--- config.mk ---
export PLATFORM = sky130hd
export DESIGN_NAME = dma_chan_flag_regs
export DESIGN_NICKNAME = d
export VERILOG_FILES = /design/src/rtl/dma_chan_flag_regs.sv
export SDC_FILE = /design/constraint.sdc
export NUM_CORES = 1
export LEC_CHECK = 0
export ABC_AREA = 1
export CAP_MARGIN = 40
export CORE_MARGIN = 1.5
export CORE_UTILIZATION = 24
export DETAILED_ROUTE_END_ITERATION = 12
export PLACE_DENSITY = 0.58
export SYNTH_ARGS = -nofsm -noshare
export SYNTH_HDL_FRONTEND = slang
export SYNTH_SLANG_ARGS = --single-unit
--- constraint.sdc ---
create_clock -name clk -period 1.3 [get_ports clk]
set_clock_uncertainty 0.05 [all_clocks]
set_input_delay 0.13 -clock clk [delete_from_list [all_inputs] [get_ports clk]]
set_output_delay 0.13 -clock clk [all_outputs]
set_load 0.05 [all_outputs]
--- src/rtl/dma_chan_flag_regs.sv ---
module dma_chan_flag_regs #(
  parameter int NCH = 32
) (
  input  logic           clk,
  input  logic           rst_n,
  input  logic [5:0]     bus_addr,
  input  logic           bus_wr,
  input  logic [7:0]     bus_wdata,
  output logic [31:0]    bus_rdata,
  input  logic [NCH-1:0] int_set_i,
  input  logic [NCH-1:0] err_set_i,
  input  logic [NCH-1:0] done_set_i,
  output logic [NCH-1:0] req_en_o,
  output logic [NCH-1:0] err_ie_o,
  output logic [NCH-1:0] int_pend_o,
  output logic [NCH-1:0] err_pend_o,
  output logic [NCH-1:0] done_o,
  output logic [NCH-1:0] start_o,
  output logic           irq_o,
  output logic           err_irq_o
);

  localparam bit WIDE = (NCH == 64);

  localparam logic [5:0] A_REQ_SET = WIDE ? 6'h18 : 6'h1B;
  localparam logic [5:0] A_REQ_CLR = WIDE ? 6'h19 : 6'h1A;
  localparam logic [5:0] A_EIE_SET = WIDE ? 6'h1A : 6'h19;
  localparam logic [5:0] A_EIE_CLR = WIDE ? 6'h1B : 6'h18;
  localparam logic [5:0] A_INT_CLR = WIDE ? 6'h1C : 6'h1F;
  localparam logic [5:0] A_ERR_CLR = WIDE ? 6'h1D : 6'h1E;
  localparam logic [5:0] A_START   = WIDE ? 6'h1E : 6'h1D;
  localparam logic [5:0] A_DON_CLR = WIDE ? 6'h1F : 6'h1C;

  localparam logic [NCH-1:0] ONE = {{(NCH-1){1'b0}}, 1'b1};

  logic [NCH-1:0] sel;
  logic           cmd_ok;

  assign cmd_ok = bus_wr && !bus_wdata[7];

  always_comb begin
    sel = '0;
    if (bus_wdata[6])
      sel = '1;
    else if (int'(bus_wdata[5:0]) < NCH)
      sel = ONE << bus_wdata[5:0];
  end

  function automatic logic [NCH-1:0] hit(input logic ok, input logic [5:0] a,
                                         input logic [5:0] target,
                                         input logic [NCH-1:0] m);
    return (ok && a == target) ? m : '0;
  endfunction

  logic [NCH-1:0] m_req_set, m_req_clr, m_eie_set, m_eie_clr;
  logic [NCH-1:0] m_int_clr, m_err_clr, m_don_clr, m_start;

  assign m_req_set = hit(cmd_ok, bus_addr, A_REQ_SET, sel);
  assign m_req_clr = hit(cmd_ok, bus_addr, A_REQ_CLR, sel);
  assign m_eie_set = hit(cmd_ok, bus_addr, A_EIE_SET, sel);
  assign m_eie_clr = hit(cmd_ok, bus_addr, A_EIE_CLR, sel);
  assign m_int_clr = hit(cmd_ok, bus_addr, A_INT_CLR, sel);
  assign m_err_clr = hit(cmd_ok, bus_addr, A_ERR_CLR, sel);
  assign m_don_clr = hit(cmd_ok, bus_addr, A_DON_CLR, sel);
  assign m_start   = hit(cmd_ok, bus_addr, A_START,   sel);

  always_ff @(posedge clk or negedge rst_n) begin
    if (!rst_n) begin
      req_en_o   <= '0;
      err_ie_o   <= '0;
      int_pend_o <= '0;
      err_pend_o <= '0;
      done_o     <= '0;
      start_o    <= '0;
    end else begin
      req_en_o   <= (req_en_o | m_req_set) & ~m_req_clr;
      err_ie_o   <= (err_ie_o | m_eie_set) & ~m_eie_clr;
      int_pend_o <= (int_pend_o & ~m_int_clr) | int_set_i;
      err_pend_o <= (err_pend_o & ~m_err_clr) | err_set_i;
      done_o     <= (done_o & ~m_don_clr) | done_set_i;
      start_o    <= m_start;
    end
  end

  assign irq_o     = |int_pend_o;
  assign err_irq_o = |(err_pend_o & err_ie_o);

  logic [31:0] req_hi, eie_hi, int_hi, err_hi;

  generate
    if (WIDE) begin : g_hi
      assign req_hi = req_en_o[NCH-1:32];
      assign eie_hi = err_ie_o[NCH-1:32];
      assign int_hi = int_pend_o[NCH-1:32];
      assign err_hi = err_pend_o[NCH-1:32];
    end else begin : g_no_hi
      assign req_hi = '0;
      assign eie_hi = '0;
      assign int_hi = '0;
      assign err_hi = '0;
    end
  endgenerate

  always_comb begin
    case (bus_addr[5:2])
      4'h2:    bus_rdata = req_hi;
      4'h3:    bus_rdata = req_en_o[31:0];
      4'h4:    bus_rdata = eie_hi;
      4'h5:    bus_rdata = err_ie_o[31:0];
      4'h8:    bus_rdata = int_hi;
      4'h9:    bus_rdata = int_pend_o[31:0];
      4'hA:    bus_rdata = err_hi;
      4'hB:    bus_rdata = err_pend_o[31:0];
      default: bus_rdata = '0;
    endcase
  end

endmodule


==> results_dict.tcl <==
set metrics [dict create \
    grt_antenna_before_repair 4 \
    fp.dieH_um 200.4 \
    first_pass_iters 7 \
    syn_inst 1278 \
    clkPwrFrac_pct 34.7 \
    cts_buffers 17 \
    swShare_pct 30.43 \
    leakage_nw 10.16 \
    synth_fp_nets 1391 \
    pin_count 339 \
    critical_path_arrival_ns 1.76 \
    preCtsSetupSlack_ns -0.7688 \
    status "finished with violations" \
    grt_start_max_net_pins 50 \
    violations "negative setup slack" \
    pwr-share-comb_pct 26.8 \
    synth_seq_cells 192 \
    max-cap-violations 0 \
    gr-usage-all-layers_pct 24.15 \
    htreeDepth 4 \
    dpl.hpwl_um 34380 \
    critPathMaxFanout 2 \
    wire_per_inst_um 20.28 \
    clockBufferDepth 2 \
    worst_hold_slack_ns 0.09936 \
    io_buffers 338 \
    p_per_area_mw_per_mm2 786.6 \
    numClockSinks 192 \
    drive_gt1_share_pct 46.54 \
    period_needed_ns 1.944 \
    final-setup-viol-count 128 \
    place_inst 2347 \
    cp-end-kind "output port" \
    cts_tree "done" \
    drt_iter0_markers 737 \
    dr_total_vias 11280 \
    max_freq_mhz 514.5 \
    vias_per_cell 4.598 \
    start_kind "register" \
    reg2reg_depth 6 \
    cts-root-buf "clkbuf_16" \
    layout.nets 2034 \
    hold_viol_final 0 \
    gp_congestion 0.8362 \
    stdcell_area_mm2 0.02104 \
    layout_commonest_cell "nand2_1" \
    instances_no_fill 2453 \
    die_x_um 200.4 \
    tightest_slew_ns 0.3563 \
    cp.required_ns 1.12 \
    core_mm2 0.03856 \
    ys_types 20 \
    synth_seq_area_share_pct 51.38 \
    synth_warnings 0 \
    die-area_mm2 0.04015 \
    ir_drop_mv 0.9064 \
    routed_wl_um 49760 \
    place_area_mm2 0.01829 \
    p_switching_w 0.005036 \
    syn_to_final_growth_pct 125.1 \
    criticalPathCategory "register to output port" \
    syn_area_mm2 0.009350 \
    final_cell_mix "nand2_1 (438), buf_12 (258), buf_6 (167)" \
    insertion_delay_ns 0.44 \
    setup_slack_ns -0.6437 \
    rsz0062_at_grt "true" \
    drcViolationCount 0 \
    rows 72 \
    power_frac_seq_pct 38.5 \
    overflow 0 \
    grt_pass1_vias 11500 \
    final_antenna_net_count 0 \
    hp-class "primary input to async pin" \
    syn-mean-instance-area_um2 7.316 \
    relSlewSlack_pct 76.25 \
    clkTransAtPathRegs_ns 0.07 \
    initial_core_util_pct 24.25 \
    grt_pass1_wl_um 72510 \
    drv_slew 0 \
    post-route-period-util_pct 149.5 \
    p_int_w 0.01152 \
]
flip-flops by register name (all words and copies together) (netlist names):
| signal | count |
|---|---|
| int_pend_o | 32 |
| err_ie_o | 32 |
| start_o | 32 |
| req_en_o | 32 |
| done_o | 32 |
| err_pend_o | 32 |
worst max-delay path: stages (launching register included):
cell and delay (ns):
dfrtp_2 0.43, inv_4 0.10, nand4_1 0.17, nor3_2 0.25, buf_4 0.16, nand2_2 0.05
buf_6 0.15
worst paths after layout:
kind                                start        endpoint  slack (ns)
max in group asynchronous           rst_n     req_en_o[4]        0.48
min in group clk           done_set_i[27]      done_o[27]        0.14
setup reg to reg           err_pend_o[29]  err_pend_o[29]        0.17
hold / removal                      rst_n      done_o[29]         0.1
hold reg to reg                done_o[21]      done_o[21]        0.48
setup / recovery           int_pend_o[16]           irq_o       -0.64
repair_timing:
action,4_1_cts,5_1_grt
cloned,8,4
resized for setup,289,178
endpoints found under the setup margin,332,278
endpoints found under the hold margin,192,0
pin swaps,45,60
hold buffers,1,0
setup buffers,38,80
metrics by stage:
stage / util [%] / total power [W] / setup TNS [ns]
3_5_place_dp: 47.45 / 0.01050 / -136.13
4_1_cts: 52.85 / 0.01659 / -16.66
5_1_grt: 54.58 / 0.01713 / -21.31
2_1_floorplan: - / 0.008020 / -0.9756
6_report: 54.58 / 0.01655 / -15.46
3_3_place_gp: 47.45 / 0.01046 / -133.17
cells by family after synthesis:
| logic type | after synthesis | share of synthesized area (%) |
|---|---|---|
| buf+inv | 245 | 10.14 |
| simple gates | 669 | 28.33 |
| flops | 192 | 51.39 |
| compound gates | 172 | 10.14 |
layer usage:
metal | part of all wire [%] | track usage, % | wire length (µm) | vias up
met3 | 6.4 | 4.719 | 3201 | 76
li1 | - | - | - | 5248
met1 | 43 | 32.23 | 21530 | 5533
met2 | 48 | 39.69 | 23670 | 419
met4 | 2.7 | 6.901 | 1344 | 2
met5 | 0.026 | 0 | 13 | -
synth_stat cells, drive strengths merged:
cell | n | share of area, %
clkinv | 1 | 0.040
dfrtp | 192 | 51
a21o | 2 | 0.16
and2 | 1 | 0.067
o21ai | 8 | 0.43
nand3 | 36 | 1.9
o2111ai | 22 | 2.1
nor3 | 8 | 0.48
nor4 | 2 | 0.13
inv | 190 | 7.6
buf | 28 | 1.4
nor2 | 70 | 2.9
clkbuf | 26 | 1.1
nand4 | 23 | 1.5
a21oi | 140 | 7.5
nand2 | 529 | 21
power by group through the flow:
stage | Sequential [W] | Combinational, W | Clock, W
after floorplan | 0.00704 | 0.000979 | 0
after global placement | 0.00644 | 0.00402 | 0
after detailed placement | 0.00644 | 0.00406 | 0
after CTS | 0.00636 | 0.00434 | 0.00589
after global routing | 0.00639 | 0.00465 | 0.00608
final | 0.00637 | 0.00444 | 0.00574
layout make-up:
class	count	area [µm²]
clock buffers	22	474.2
multi-input cells	841	4715
diodes	1	2.502
flip-flops and latches	192	4940
well taps	518	648.1
inverters	191	738.2
clock inverters	10	148.9
repair buffers	678	9376
fillers	3378	17510
No activity file was read; power rests on OpenSTA's default activity.
